**src/rtl/spi_op_seq.sv**
```systemverilog
module spi_op_seq #(
  parameter int BUF_BYTES = 16
) (
  input  logic        clk,
  input  logic        rst_n,
  input  logic        reg_valid,
  input  logic        reg_write,
  input  logic [7:0]  reg_addr,
  input  logic [31:0] reg_wdata,
  output logic        reg_ready,
  output logic [31:0] reg_rdata,
  output logic        sclk,
  output logic [1:0]  cs_n,
  output logic [3:0]  io_out,
  output logic [3:0]  io_oe,
  input  logic [3:0]  io_in
);
  localparam int BW = $clog2(BUF_BYTES);

  typedef enum logic [2:0] {IDLE, SETUP, CMD, ADR, DUM, DAT, HOLD, DESEL} st_t;

  st_t         st, nxt;
  logic [8:0]  ctl;
  logic [7:0]  opc;
  logic [31:0] adr;
  logic [8:0]  cfg;
  logic [13:0] cnt;
  logic [11:0] tmg;
  logic        done;
  logic [7:0]  buf_q [BUF_BYTES];
  logic [3:0]  tcnt;
  logic [16:0] beat, ld_beat;
  logic [2:0]  sub;
  logic [BW-1:0] bidx, nidx;
  logic [31:0] sh, ld_sh;
  logic [7:0]  rx, samp;
  logic [1:0]  a_lg, d_lg, lg;
  logic [3:0]  mask;

  wire busy   = st != IDLE;
  wire wr     = reg_valid && reg_write && !busy;
  wire en_cmd = ctl[7];
  wire en_adr = ctl[6];
  wire en_dum = ctl[8] && cfg[3:0] != 4'd0;
  wire is_wr  = ctl[5];
  wire en_dat = (ctl[5] || ctl[2] || ctl[1]) && cnt != 14'd0;
  wire [2:0] bpb = 3'd7 >> d_lg;

  assign reg_ready = 1'b1;
  assign nidx = BW'(bidx + 1'b1);
  assign a_lg = (cfg[6:4] == 3'd2) ? 2'd1 : (cfg[6:4] == 3'd4) ? 2'd2 : 2'd0;
  assign d_lg = (cfg[6:4] == 3'd1 || cfg[6:4] == 3'd2) ? 2'd1 :
                (cfg[6:4] == 3'd3 || cfg[6:4] == 3'd4) ? 2'd2 : 2'd0;
  assign lg   = (st == ADR) ? a_lg : (st == DAT) ? d_lg : 2'd0;
  assign mask = (lg == 2'd0) ? 4'b0001 : (lg == 2'd1) ? 4'b0011 : 4'b1111;
  assign io_oe  = (st == CMD || st == ADR || (st == DAT && is_wr)) ? mask : 4'b0000;
  assign io_out = (lg == 2'd0) ? {3'b000, sh[31]} : (lg == 2'd1) ? {2'b00, sh[31:30]} : sh[31:28];
  assign cs_n = (st == IDLE || st == DESEL) ? 2'b11 : (cfg[8] ? 2'b01 : 2'b10);
  assign samp = (lg == 2'd0) ? {rx[6:0], io_in[1]} :
                (lg == 2'd1) ? {rx[5:0], io_in[1:0]} : {rx[3:0], io_in};

  always_comb begin
    nxt = HOLD;
    if (st < DAT && en_dat) nxt = DAT;
    if (st < DUM && en_dum) nxt = DUM;
    if (st < ADR && en_adr) nxt = ADR;
    if (st < CMD && en_cmd) nxt = CMD;
  end

  always_comb begin
    ld_sh = sh;
    ld_beat = beat;
    case (nxt)
      CMD: begin ld_sh = {opc, 24'h0}; ld_beat = 17'd7; end
      ADR: begin
        ld_sh = cfg[7] ? adr : {adr[23:0], 8'h0};
        ld_beat = ((cfg[7] ? 17'd32 : 17'd24) >> a_lg) - 17'd1;
      end
      DUM: begin ld_sh = '0; ld_beat = {10'd0, cfg[3:0], 3'd0} - 17'd1; end
      DAT: begin ld_sh = {buf_q[0], 24'h0}; ld_beat = ({cnt, 3'd0} >> d_lg) - 17'd1; end
      default: ;
    endcase
  end

  always_comb begin
    reg_rdata = '0;
    if (reg_addr[7]) reg_rdata = {24'h0, buf_q[reg_addr[BW-1:0]]};
    else case (reg_addr)
      8'h00: reg_rdata = {23'h0, ctl[8:1], busy};
      8'h01: reg_rdata = {24'h0, opc};
      8'h02: reg_rdata = adr;
      8'h03: reg_rdata = {23'h0, cfg};
      8'h04: reg_rdata = {18'h0, cnt};
      8'h05: reg_rdata = {20'h0, tmg};
      8'h06: reg_rdata = {30'h0, busy, done};
      default: ;
    endcase
  end

  always_ff @(posedge clk or negedge rst_n) begin
    if (!rst_n) begin
      st <= IDLE; ctl <= '0; opc <= '0; adr <= '0; cfg <= '0; cnt <= '0;
      tmg <= 12'h66F; done <= 1'b0; tcnt <= '0; beat <= '0; sub <= '0;
      bidx <= '0; sh <= '0; rx <= '0; sclk <= 1'b0;
      for (int i = 0; i < BUF_BYTES; i++) buf_q[i] <= 8'h0;
    end else begin
      if (reg_valid && reg_write && reg_addr == 8'h06 && reg_wdata[0]) done <= 1'b0;
      if (wr) begin
        if (reg_addr[7]) buf_q[reg_addr[BW-1:0]] <= reg_wdata[7:0];
        else case (reg_addr)
          8'h00: begin
            ctl <= reg_wdata[8:0];
            if (reg_wdata[0]) begin st <= SETUP; tcnt <= tmg[7:4]; end
          end
          8'h01: opc <= reg_wdata[7:0];
          8'h02: adr <= reg_wdata;
          8'h03: cfg <= reg_wdata[8:0];
          8'h04: cnt <= reg_wdata[13:0];
          8'h05: tmg <= reg_wdata[11:0];
          default: ;
        endcase
      end
      case (st)
        SETUP:
          if (tcnt == 4'd0) begin
            st <= nxt; sh <= ld_sh; beat <= ld_beat; sub <= '0; bidx <= '0; tcnt <= tmg[11:8];
          end else tcnt <= tcnt - 4'd1;
        CMD, ADR, DUM, DAT:
          if (!sclk) begin
            sclk <= 1'b1;
            rx <= samp;
          end else begin
            sclk <= 1'b0;
            sh <= sh << (6'd1 << lg);
            if (st == DAT) begin
              if (sub == bpb) begin
                sub <= '0;
                bidx <= nidx;
                if (is_wr) sh <= {buf_q[nidx], 24'h0};
                else buf_q[bidx] <= rx;
              end else sub <= sub + 3'd1;
            end
            if (beat == 17'd0) begin
              st <= nxt; sh <= ld_sh; beat <= ld_beat; sub <= '0; bidx <= '0; tcnt <= tmg[11:8];
            end else beat <= beat - 17'd1;
          end
        HOLD:
          if (tcnt == 4'd0) begin st <= DESEL; tcnt <= tmg[3:0]; end
          else tcnt <= tcnt - 4'd1;
        DESEL:
          if (tcnt == 4'd0) begin st <= IDLE; done <= 1'b1; end
          else tcnt <= tcnt - 4'd1;
        default: ;
      endcase
    end
  end

  logic       any_cs;
  logic [4:0] hi_cnt;
  logic [3:0] last_ds;
  assign any_cs = cs_n != 2'b11;
  always_ff @(posedge clk or negedge rst_n) begin
    if (!rst_n) begin
      hi_cnt <= 5'd31; last_ds <= '0;
    end else begin
      if (any_cs) hi_cnt <= '0;
      else if (hi_cnt != 5'd31) hi_cnt <= hi_cnt + 5'd1;
      if (st == HOLD && tcnt == 4'd0) last_ds <= tmg[3:0];
    end
  end

  a_r8_deselect_gap: assert property (@(posedge clk) disable iff (!rst_n)
    $rose(any_cs) |-> hi_cnt > {1'b0, last_ds});
  a_r11_one_select: assert property (@(posedge clk) disable iff (!rst_n)
    $onehot0(~cs_n));
  a_r11_sclk_idle_low: assert property (@(posedge clk) disable iff (!rst_n)
    (cs_n == 2'b11) |-> !sclk);
  a_r10_opcode_locked: assert property (@(posedge clk) disable iff (!rst_n)
    (busy && reg_valid && reg_write && reg_addr == 8'h01) |=> $stable(opc));
  a_r9_done_when_released: assert property (@(posedge clk) disable iff (!rst_n)
    $rose(done) |-> (cs_n == 2'b11 && !busy));
endmodule

```
**config.mk**
```make
export PLATFORM = sky130hd
export DESIGN_NAME = spi_op_seq
export DESIGN_NICKNAME = d
export VERILOG_FILES = /design/src/rtl/spi_op_seq.sv
export SDC_FILE = /design/constraint.sdc
export NUM_CORES = 1
export LEC_CHECK = 0
export BUFFER_PORTS_ARGS = -buffer_cell sky130_fd_sc_hd__buf_2
export CELL_PAD_IN_SITES_DETAIL_PLACEMENT = 0
export CELL_PAD_IN_SITES_GLOBAL_PLACEMENT = 2
export CORE_AREA = 2 2 217 219
export DETAILED_ROUTE_END_ITERATION = 16
export DIE_AREA = 0 0 219 221
export PLACE_DENSITY_LB_ADDON = 0.05
export SYNTH_ARGS = -nofsm -noshare
export SYNTH_HDL_FRONTEND = slang
export SYNTH_SLANG_ARGS = --single-unit
```
**constraint.sdc**
```tcl
create_clock -name clk -period 4.2 [get_ports clk]
set_clock_uncertainty 0.2 [all_clocks]
set_input_delay 0.21 -clock clk [delete_from_list [all_inputs] [get_ports clk]]
set_output_delay 0.21 -clock clk [all_outputs]
set_load 0.01 [all_outputs]
```
### Word-level counts from Yosys, hierarchy flattened

Cells that the tools add are included.

* register bits after elaboration: 285
* bits of input ports: 48
* output and inout bits: 44
* word-level logic and storage cells: 216

* add/sub/neg operators: 7
* order comparisons: 9
* eq/ne operators: 27
* shifts and indexed selects: 5
* mux-type cells: 91
* bitwise operators: 5
* reduce and logical (&&, ||, !) cells: 41

Operators by type and width (count)
* 128-bit 2-to-1 mux: 7
* 128-bit bitwise mux: 2
* 32-bit 2-to-1 mux: 8
* 32-bit one-hot mux with 7 select lines: 1
* 32-bit one-hot mux with 4 select lines: 1
* 4-bit 2-to-1 mux: 19
* 17-bit one-hot mux with 4 select lines: 1
* 8-bit binary-select mux with 4-bit select: 2
* 8-bit demux with 4-bit select: 2
* 8-bit 2-to-1 mux: 8
* 32-bit one-hot mux with 2 select lines: 1
* 17-bit 2-to-1 mux: 3
* 17-bit by 1-bit subtractor with 17-bit output, second input constant: 3
* 3-bit 2-to-1 mux: 16
* 17-bit one-hot mux with 2 select lines: 1
* 32-bit by 6-bit left shift with 32-bit output: 1
* 8-bit by 3-bit == test with 1-bit output, second input constant: 3
* 3-bit == test, second input constant: 7
* 3-bit AND reduction: 7
* 2-bit 2-to-1 mux: 10
* 3-bit by 2-bit == test with 1-bit output, second input constant: 6
* 17-bit zero test: 1
* 17-bit by 2-bit >> shifter with 17-bit output: 1
* 6-bit by 2-bit >> shifter with 17-bit output: 1
* 40 further kinds: 73

### Depth between registers and ports, before layout

Gate-level depths: netlist of the first run.

* depth in word-level cells: 14
* depth in mapped cells: 17
* depth with buffers taken out: 14

### Worst setup path before layout of the first run

No wires, ideal clock.

* path kind: flip-flop to flip-flop
* start: register bidx[0]
* end: register sh[31]
* library setup time: 0.130 ns
* arrival: 3.547 ns
* data required time: 3.870 ns
* slack: 0.323 ns
* stages on the path, launching flop included: 14
* path buffers: 6
* clock period less this slack: 3.877 ns
* path through: dfrtp_1 clkbuf_1 clkbuf_1 buf_1 inv_1 ha_1 buf_2 buf_2 buf_2 mux4_2 a211oi_1 a21oi_1 o21ai_0 o21ai_0

* word-level cells in the longest chain between the ends: 11

Ends and longest elaborated chain
* from (decl): line 34 `logic [BW-1:0] bidx, nidx;`
* from (signal assigned): line 138 `bidx <= nidx;`
* 4-bit by 1-bit adder with 4-bit output: line 50 `assign nidx = BW'(bidx + 1'b1);`
* 4-bit NOT with 5-bit output (not written as such): line 139 `if (is_wr) sh <= {buf_q[nidx], 24'h0};`
* 8-bit binary-select mux with 4-bit select: line 139
* 8-bit 2-to-1 mux (not written as such) (2 in series): line 139
* 32-bit 2-to-1 mux: line 139
* 32-bit 2-to-1 mux: line 136 `if (sub == bpb) begin`
* 32-bit 2-to-1 mux: line 135 `if (st == DAT) begin`
* 32-bit 2-to-1 mux: line 143 `if (beat == 17'd0) begin`
* 32-bit 2-to-1 mux: line 129 `if (!sclk) begin`
* 32-bit one-hot mux with 2 select lines: line 123 `case (st)`
* to (signal assigned): line 134 `sh <= sh << (6'd1 << lg);`
* to (signal assigned): line 139
* to (decl): line 35 `logic [31:0] sh, ld_sh;`

No other way between the ends. The select of a mux whose other input is x is not followed.
A chain may end at the register's enable or synchronous reset.

### Final worst setup path of the first run

* start: register cfg[5]
* end: output io_out[0]

* word-level cells in the longest chain between the ends: 9
* elaborated cells between the ends (all ways): 16
* those cells by class: 5 x eq/ne; 8 x mux; 3 x reduce/logical

Ends and longest elaborated chain
* from (decl): line 26 `logic [8:0] cfg;`
* from (signal assigned): line 117 `8'h03: cfg <= reg_wdata[8:0];`
* 3-bit by 2-bit == test with 1-bit output or 3-bit == test (tied branches): line 53, 51
* 1-bit logical OR: line 53 `(cfg[6:4] == 3'd3 || cfg[6:4] == 3'd4) ? 2'd2 : 2'd0;`
* 2-bit 2-to-1 mux: line 53
* 2-bit 2-to-1 mux: line 52 `assign d_lg = (cfg[6:4] == 3'd1 || cfg[6:4] == 3'd2) ? 2'd1 :`
* 2-bit 2-to-1 mux: line 54 `assign lg = (st == ADR) ? a_lg : (st == DAT) ? d_lg : 2'd0;`
* 2-bit 2-to-1 mux (*): line 54
* 2-bit by 1-bit == test with 1-bit output: line 57 `assign io_out = (lg == 2'd0) ? {3'b000, sh[31]} : (lg == 2'd1) ? {2'b00, sh[31:30]} : sh[31:28];`
* 4-bit 2-to-1 mux: line 57
* 4-bit 2-to-1 mux (*): line 57
* to (decl): line 14 `output logic [3:0] io_out,`

Every way passes the cells marked *; elsewhere a longest branch is shown, timed or not.

==> results of run 1 <==
[repair_timing]
action	in CTS	in global routing
resized for setup	0	0
endpoints found under the hold margin	122	0
hold buffers	31	0
[state kept, by name, summed over array words and instances, names as in the netlist]
| signal | count |
|---|---|
| bidx | 4 |
| rx | 8 |
| st | 3 |
| done | 1 |
| opc | 8 |
| buf_q | 128 |
| cfg | 9 |
| sh | 32 |
| sclk | 1 |
| sub | 3 |
| tcnt | 4 |
| adr | 32 |
| cnt | 14 |
| tmg | 12 |
| ctl | 8 |
| beat | 17 |
[per-layer routing]
layer	up-vias	GRT usage (%)	part of all wire (%)
met1	7756	37.3	42
li1	7040	-	-
met3	128	3.24	3.9
met4	0	12.3	4.5
met5	-	0.303	0
met2	383	47.7	50
[cell usage in the layout (no fill, tap or decap), types with 13 or more instances in the layout]
cell type / synthesis / layout
mux2_2: 87 / 87
nand2_1: 136 / 136
mux2i_1: 186 / 186
a21oi_1: 188 / 188
ha_1: 17 / 16
nor3_1: 24 / 24
nor2_1: 210 / 209
a221o_1: 16 / 16
buf_2: 41 / 89
a211oi_1: 13 / 13
a22oi_1: 45 / 45
o21ai_0: 50 / 50
xnor2_1: 14 / 14
dlygate4sd3_1: 0 / 31
a31oi_1: 27 / 27
nand3_1: 32 / 32
nand4_1: 15 / 15
nand2b_1: 14 / 14
buf_4: 9 / 66
and2_1: 24 / 24
clkbuf_16: 0 / 39
mux4_2: 79 / 79
or3_1: 15 / 15
inv_1: 18 / 18
dfrtp_1: 276 / 276
[power by group through the flow]
stage / Clock, mW / Combinational, mW / Sequential (mW)
6_report: 3.46 / 0.694 / 2.98
5_1_grt: 3.64 / 0.756 / 3.00
4_1_cts: 3.52 / 0.701 / 2.98
3_5_place_dp: 0 / 0.679 / 3.03
3_3_place_gp: 0 / 0.672 / 3.02
2_1_floorplan: 0 / 0.432 / 2.98
[cells in the mapped netlist, types with 27 or more instances]
library cell  instances
nand3_1              32
mux2i_1             186
dfrtp_1             276
a31oi_1              27
nor2_1              210
buf_2                41
o21ai_0              50
nand2_1             136
a22oi_1              45
clkbuf_1             80
mux2_2               87
a21oi_1             188
mux4_2               79
[kinds of logic (layout without fill, tap and decap cells)]
group,Yosys count,count (layout),synth area share [%]
AND/OR/NAND/NOR,564,564,15.2
AO/OA/AOI/OAI,439,439,15.4
multiplexers,353,353,24.9
flip-flops,284,284,38.2
buffers and inverters,177,276,4.11
XOR/XNOR,21,21,1.09
adder cells (fa/ha/maj),17,17,1.14
other,1,1,0.0201
[worst register-to-register path, stage by stage, from the launching register on]
cell and delay [ns]:
dfrtp_1 0.66, or3b_1 0.69, o22ai_1 0.49, and2_1 0.20, buf_4 0.34, nor2_1 0.11, buf_4 0.24, nand2_1 0.10
a31oi_1 0.07, dlygate4sd3_1 0.57
[area by class of cell]
cell class              instances  area, µm²  share of cell area (%)
clock buffers                  55       1120                    5.22
clock inverters                11        186                   0.872
inverters                      20       75.1                   0.351
multi-input cells            1395      10800                    50.5
flip-flops and latches        284       7120                    33.3
well taps                     607        759                    3.55
repair buffers                190       1330                    6.20
[worst paths after layout]
check / startpoint / to / slack (ns) / cells past startpoint
max in group asynchronous: rst_n / buf_q[85] / 2.74 / 3
worst min-delay path: reg_addr[6] / done / 0.03 / 5
worst max register to register: cfg[5] / rx[0] / 0.42 / 9
worst max-delay path: cfg[5] / io_out[0] / 0.22 / 9
min in group asynchronous: rst_n / cnt[13] / 0.04 / 2
worst min register to register: ctl[3] / ctl[3] / 0.31 / 1
[metrics by stage]
step / total power [mW] / setup slack (ns) / hold WS (ns) / cell area [µm²]
finish: 7.14 / 0.222 / 0.0339 / 21400
global placement: 3.69 / 0.629 / 0.101 / 19800
CTS: 7.20 / 0.196 / 0.0147 / 21400
global route: 7.39 / 0.00417 / 0.0648 / 21400
detailed placement: 3.71 / 0.577 / 0.106 / 19800
floorplan: 3.41 / 0.323 / -0.286 / 18700
==> results.md, run 1 <==
- Maximum vdd drop: 0.000264 V
- Synth area leaders: dfrtp_1, mux2i_1, mux4_2
- Die X: 219 µm
- EDFF count, synth: 0
- CP required: 3.79 ns
- Yosys warns: 0
- Seq/Total Area, Yosys: 38.2%
- Seq cells post-synth: 284
- Chip height: 221 µm
- Antenna viol nets, final: 0
- Die area: 48400 µm²
- Placer Congestion: 0.852
- Clock buffer count from CTS: 37
- Crit path cell chain: or3b_1, o22ai_1, and2_1, buf_4, nor2_1, buf_4, nand2_1, nand2_1, buf_2
- Antenna violations before repair: 0
- Slowest cell on crit path: or3b_1
- H-tree levels: 2
- Num rows: 79
- Dominant cell type by area after synthesis: dfrtp_1
- Setup crit end kind: output pin
- Cell Int Power: 5.32 mW
- First-pass GRT wire length: 103000 µm
- Setup violators final: 0
- GR Util All Layers: 28.5%
- Avg WL per Cell: 26.6 µm
- Setup bufs post-CTS: 0
- Fin. Hold Viols: 0
- Initial DRC count: 1146
- Starting density of the core: 40.5%
- Area growth, synth to finish: 14.7%
- CP max stage delay: 0.69 ns
- I/O pin count: 92
- Synth async-reset ratio: 100%
- Clock sinks: 284
- FILL cells: 4450
- Antenna cells: 0
- CTS tree: done
- Grt ovf: 0
- Reg clk slew, reported paths: 0.06 ns
- Setup TNS: 0 ns
- Clock buffer depth: 3
- Setup crit start kind: flip-flop
- Outcome: finished, final reports clean
- Fin crit period: 3.98 ns
- Worst slew pin tran: 1.08 ns
- Synth Instances: 1856
- Syn Std Cell Area: 18700 µm²
- CP arrival: 3.57 ns
- Critical path class: reg2out
- Final #Nets: 1993
- Vias in the first global route: 15300
- Hold Crit Class: in2reg
- Switch share: 25.5%
- Post-Layout Cell Count: 2562
- Crit-path max FO: 33
- Core area: 46100 µm²
- Ratio of cells with drive above 1 in the final layout: 23.8%
- Max Fclk: 251 MHz
- Slew HR: 27.3%
- Synth unique cells: 96
- PwrDens: 334 nW/µm²
- Inst Count DP: 2465
- RSZ-0062 raised after global routing: no
- NetSw: 1.82 mW
- Worst Path Buf+Inv: 3
- Syn Area/Cell: 10.1 µm²
- Period utilisation layout: 94.7%
- Top cell type's share of synthesized area: 37.0%
- Via count: 15300
- IO buf count: 90
- Worst skew pair latency: 0.57 ns
- Final Util: 46.4%
- Max_cap viols: 0
- Clock root buffer: clkbuf_16
- Max-slew violations: 0
- Combinational fraction of design power: 9.7%
- Leak pwr: 8.48 nW
- Seq pwr share: 41.8%
- Worst path top cell family by delay: simple AND/OR/NAND/NOR gates
- Predominant post-synthesis flop cell: dfrtp_1
- Via/cell ratio: 5.97
- Final wirelength: 68100 µm
- Residual DRC count: 0
- Clock power frac: 48.5%
- DPL Wire Length: 47700 µm
- Pin count of the biggest net entering global routing: 86
- Syn nets: 1921
- Drt pass-1 iters: 7
Note: power is estimated with default switching activity, not from simulation.
==> inputs of run 2 (changes only) <==
--- a/config.mk
+++ b/config.mk
@@ -9,9 +9,11 @@
 export CELL_PAD_IN_SITES_DETAIL_PLACEMENT = 0
 export CELL_PAD_IN_SITES_GLOBAL_PLACEMENT = 2
 export CORE_AREA = 2 2 217 219
+export CTS_BUF_LIST = sky130_fd_sc_hd__clkbuf_16
 export DETAILED_ROUTE_END_ITERATION = 16
 export DIE_AREA = 0 0 219 221
-export PLACE_DENSITY_LB_ADDON = 0.05
+export MAX_ROUTING_LAYER = met4
+export PLACE_DENSITY = 0.87
 export SYNTH_ARGS = -nofsm -noshare
 export SYNTH_HDL_FRONTEND = slang
 export SYNTH_SLANG_ARGS = --single-unit
==> results.md, run 2 (same netlist as run 1, synthesis figures left out) <==
- Largest registers: buf_q: 128 flops, adr: 32 flops, sh: 32 flops
- Crit-path max FO: 10
- Hold Crit Class: in2reg
- Setup TNS: 0 ns
- Outcome: finished, final reports clean
- Worst skew pair latency: 0.55 ns
- Clock buffer count from CTS: 35
- GR Util All Layers: 27.2%
- Ratio of cells with drive above 1 in the final layout: 23.0%
- Crit path cell chain: inv_1, ha_1, inv_1, o311a_1, or4_1, nand4_1, ha_1, and3_1, a31oi_2, a21oi_2, a2111oi_2, a311o_1
- Placer Congestion: 0.907
- Slew HR: 21.0%
- I/O pin count: 92
- CP required: 4.43 ns
- Area occupied by multi-input gates: 10800 µm²
- Largest register by flop count: buf_q
- Antenna viol nets, final: 0
- Maximum vdd drop: 0.000377 V
- Residual DRC count: 0
- Worst path top cell family by delay: simple AND/OR/NAND/NOR gates
- CTS tree: done
- Fin. Hold Viols: 0
- Die X: 219 µm
- Clock root buffer: clkbuf_16
- Pin count of the biggest net entering global routing: 96
- Via/cell ratio: 6.11
- CP max stage delay: 0.76 ns
- Most frequent cells in the layout: dfrtp_1, nor2_1, a21oi_1, mux2i_1, nand2_1
- Area growth, synth to finish: 13.4%
- H-tree levels: 2
- Critical path origin: cfg[0]
- Leak pwr: 8.40 nW
- Antenna cells: 0
- Initial DRC count: 1295
- Max reg flops: 128
- CP arrival: 3.90 ns
- FILL cells: 4357
- Grt ovf: 0
- Max-slew violations: 0
- PwrDens: 315 nW/µm²
- Period utilisation layout: 87.4%
- Clock sinks: 284
- Setup violators final: 0
- Avg WL per Cell: 24.8 µm
- Setup crit start kind: flip-flop
- Vias in the first global route: 15500
- Antenna violations before repair: 0
- Fin crit period: 3.67 ns
- Total power: 6.67 mW
- Final wirelength: 63400 µm
- Starting density of the core: 40.5%
- IO buf count: 90
- Die area: 48400 µm²
- Max Fclk: 272 MHz
- Num rows: 79
- Max_cap viols: 0
- Clock buffer depth: 3
- DPL Wire Length: 44600 µm
- First-pass GRT wire length: 97600 µm
- Setup bufs post-CTS: 0
- Final #Nets: 1986
- Chip height: 221 µm
- Origin of the worst min-delay path: reg_addr[6]
- Drt pass-1 iters: 5
- RSZ-0062 raised after global routing: no
- Setup crit end kind: flip-flop
- Reg clk slew, reported paths: 0.06 ns
- Worst slew pin tran: 1.18 ns
- Origin of the critical flop-to-flop path: cfg[0]
- Worst Path Buf+Inv: 2
- Critical path class: reg2reg
- Slowest cell on crit path: or4_1
- Core area: 46100 µm²
- R2R setup slack: 0.53 ns
- Sequential cell area: 7120 µm²
- Most common cell after layout, fill and taps aside: dfrtp_1
- Via count: 15600
==> run 2: cell count changes in the layout (fill, tap and decap cells not counted) <==
cell / change
clkinv_1: +9
clkbuf_1: -8
clkbuf_8: -8
inv_1: +7
buf_4: -5
clkbuf_16: -3
bufinv_16: -2
clkinv_2: +2
clkinv_8: +1
clkinvlp_4: -1
nor2b_1: +1
nor2b_2: -1
==> run 2: layout make-up <==
type | count | share of cell area [%]
clock inverters | 27 | 0.970
inverters | 20 | 0.355
clock buffers | 36 | 4.26
flip-flops and latches | 284 | 33.6
repair buffers | 185 | 6.09
well taps | 607 | 3.59
multi-input cells | 1395 | 51.1
==> run 2: stage by stage <==
stage | instance area, µm² | util, % | setup WS, ns | hold slack [ns] | cells
after floorplan | 18700 | - | 0.323 | -0.286 | 1856
after global placement | 19700 | 42.8 | 0.662 | 0.116 | 2460
after detailed placement | 19700 | 42.8 | 0.574 | 0.121 | 2460
after CTS | 21200 | 45.9 | 0.559 | 0.0416 | 2554
after global routing | 21200 | 45.9 | 0.285 | 0.0857 | 2554
final | 21200 | 45.9 | 0.530 | 0.0532 | 2554
==> run 2: routing by layer <==
metal	GRT usage, %	share of wire (%)
met5	-	0
met1	35.1	41
met2	43.0	48
met3	3.27	5.7
met4	12.0	4.8
==> run 2: timing repair <==
action,in CTS,in global routing
hold endpoints to repair,131,0
hold buffers,31,0
resized for setup,0,0
endpoints found under the setup margin,0,0
==> run 2: tightest hold or removal path: cells and delay by family <==
family                 cells  cell delay (ns)
AND/OR/NAND/NOR            3             0.39
buffers and inverters      1             0.07
AO/OA/AOI/OAI              1             0.09
==> run 2: path summary, 6_finish.rpt <==
check | endpoint | depth (start not counted)
setup / recovery | beat[16] | 12
hold / removal | done | 5
setup reg to reg | beat[16] | 12
hold reg to reg | ctl[4] | 1
max in group asynchronous | adr[16] | 3
min in group asynchronous | cnt[13] | 2
==> run 2: power by group <==
group | switching (mW) | internal [mW]
combinational | 0.382 | 0.312
clock | 1.25 | 1.74
sequential | 0.121 | 2.86
==> inputs of run 3 (changes only) <==
--- a/config.mk
+++ b/config.mk
@@ -12,8 +12,9 @@
 export CTS_BUF_LIST = sky130_fd_sc_hd__clkbuf_16
 export DETAILED_ROUTE_END_ITERATION = 16
 export DIE_AREA = 0 0 219 221
+export GPL_TIMING_DRIVEN = 0
 export MAX_ROUTING_LAYER = met4
-export PLACE_DENSITY = 0.87
+export PLACE_DENSITY_LB_ADDON = 0.1
 export SYNTH_ARGS = -nofsm -noshare
 export SYNTH_HDL_FRONTEND = slang
 export SYNTH_SLANG_ARGS = --single-unit
==> results.md, run 3 (same netlist as run 1, synthesis figures left out) <==
- Outcome: finished, final reports clean
- M2 GR Usage: 51.7%
- Post-DP Area: 19900 µm²
- CTS tree: done
- Crit-path max FO: 10
- Setup crit start kind: flip-flop
- Most common cell after layout, fill and taps aside: dfrtp_1
- Largest register by flop count: buf_q
- Clock sinks: 284
- Hold Crit Class: in2async
- Gr busiest metal: met2
- Antenna cells: 0
- Pin count of the biggest net entering global routing: 100
- Worst hold slack: 0.0466 ns
- Fin crit period: 4.07 ns
- Ratio of cells with drive above 1 in the final layout: 22.2%
- Area growth, synth to finish: 16.2%
- RSZ-0062 raised after global routing: yes
- Starting density of the core: 40.5%
- Avg WL per Cell: 27.9 µm
- IO buf count: 87
- CP arrival: 4.27 ns
- Vias in the first global route: 16300
- Critical path origin: bidx[0]
- Largest registers: buf_q: 128 flops, adr: 32 flops, sh: 32 flops
- Reg clk slew, reported paths: 0.06 ns
- Inst Count DP: 2553
- Initial DRC count: 1300
- Max Fclk: 246 MHz
- Critical path class: reg2reg
- Residual DRC count: 0
- Grt ovf: 0
- Num rows: 79
- Origin of the critical flop-to-flop path: bidx[0]
- Final Util: 47.0%
- Core area: 46100 µm²
- Worst path top cell family by delay: buffers and inverters
- Placer Congestion: 0.956
- Maximum vdd drop: 0.000277 V
- Die X: 219 µm
- Antenna violations before repair: 0
- Final #Nets: 2091
- Leak pwr: 8.54 nW
- Clock buffer depth: 3
- Via/cell ratio: 6.09
- Post-Layout Cell Count: 2658
- Most frequent cells in the layout: dfrtp_1, nor2_1, a21oi_1, mux2i_1, nand2_1
- Worst Path Buf+Inv: 7
- Routing usage on met3: 3.40%
- I/O pin count: 92
- Design area: 21700 µm²
- Worst skew pair latency: 0.58 ns
- Antenna viol nets, final: 0
- Via count: 16200
- Slew HR: 23.5%
- Clock buffer count from CTS: 37
- DPL Wire Length: 55500 µm
- Drt pass-1 iters: 5
- CP required: 4.40 ns
- CP max stage delay: 0.58 ns
- Slowest cell on crit path: mux4_2
- Setup crit end kind: flip-flop
- Fin. Hold Viols: 0
- Max-slew violations: 0
- PwrDens: 320 nW/µm²
- Max reg flops: 128
- Die area: 48400 µm²
- Final wirelength: 74200 µm
- Max_cap viols: 0
- Crit path cell chain: clkbuf_2, buf_4, buf_4, inv_1, ha_1, clkbuf_4, buf_6, buf_6, mux4_2, mux2i_2, a21oi_1, o21ai_0, a221oi_1
- H-tree levels: 2
- GR Util All Layers: 31.9%
- Chip height: 221 µm
- Worst slew pin tran: 1.14 ns
- First-pass GRT wire length: 111000 µm
- Met1 track demand over resource: 39.2%
- Clock root buffer: clkbuf_16
- Setup violators final: 0
- Period utilisation layout: 96.9%
## run 3: per-layer routing
layer  routed length, µm  share of wire [%]
met2               36700                 50
met5                   0                  0
met3                2990                4.0
met1               30100                 41
met4                4410                5.9
## run 3: final cells by class
class	instances	area (µm²)
Clock buffer	38	951
Clock inverter	26	228
Timing Repair Buffer	132	963
Multi-Input combinational cell	1395	10800
Fill cell	4555	24400
Sequential cell	284	7120
Tap cell	607	759
Buffer	156	742
Inverter	20	75.1
## run 3: worst reg2reg max path, stage by stage, from the launching register on
cell	delay [ns]
dfrtp_1	0.38
clkbuf_2	0.26
buf_4	0.27
buf_4	0.27
inv_1	0.13
ha_1	0.29
clkbuf_4	0.22
buf_6	0.22
buf_6	0.25
mux4_2	0.60
mux2i_2	0.28
a21oi_1	0.20
o21ai_0	0.21
a221oi_1	0.11
## run 3: timing repair
item,4_1_cts,5_1_grt
cloned,0,0
endpoints found under the setup margin,19,18
hold endpoints to repair,239,0
pin swaps,0,2
buffers inserted,1,0
hold buffers,41,0
gates resized for setup,21,13
## run 3: final timing paths
check                              to  slack [ns]  cells past startpoint
setup / recovery               sh[29]        0.13                     13
hold reg to reg                ctl[3]        0.32                      1
min in group clk           buf_q[109]        0.16                      4
setup reg to reg               sh[29]        0.13                     13
hold / removal               beat[13]        0.05                      3
max in group asynchronous   buf_q[47]        2.87                      4
## run 3: through the flow
step	setup WS, ns	TNS, ns	power, mW
after floorplan	0.323	0	3.41
after global placement	-3.15	-882.66	3.72
after detailed placement	-1.51	-13.19	3.74
after CTS	0.0162	0	6.99
after global routing	-0.0414	-0.0414	7.15
final	0.130	0	6.94
## run 3: where the power goes
part / leakage (nW) / internal [mW] / total (mW) / switching, mW
Combinational: 4.62 / 0.326 / 0.748 / 0.422
Sequential: 3.33 / 2.86 / 2.99 / 0.125
Clock: 0.595 / 1.88 / 3.21 / 1.33
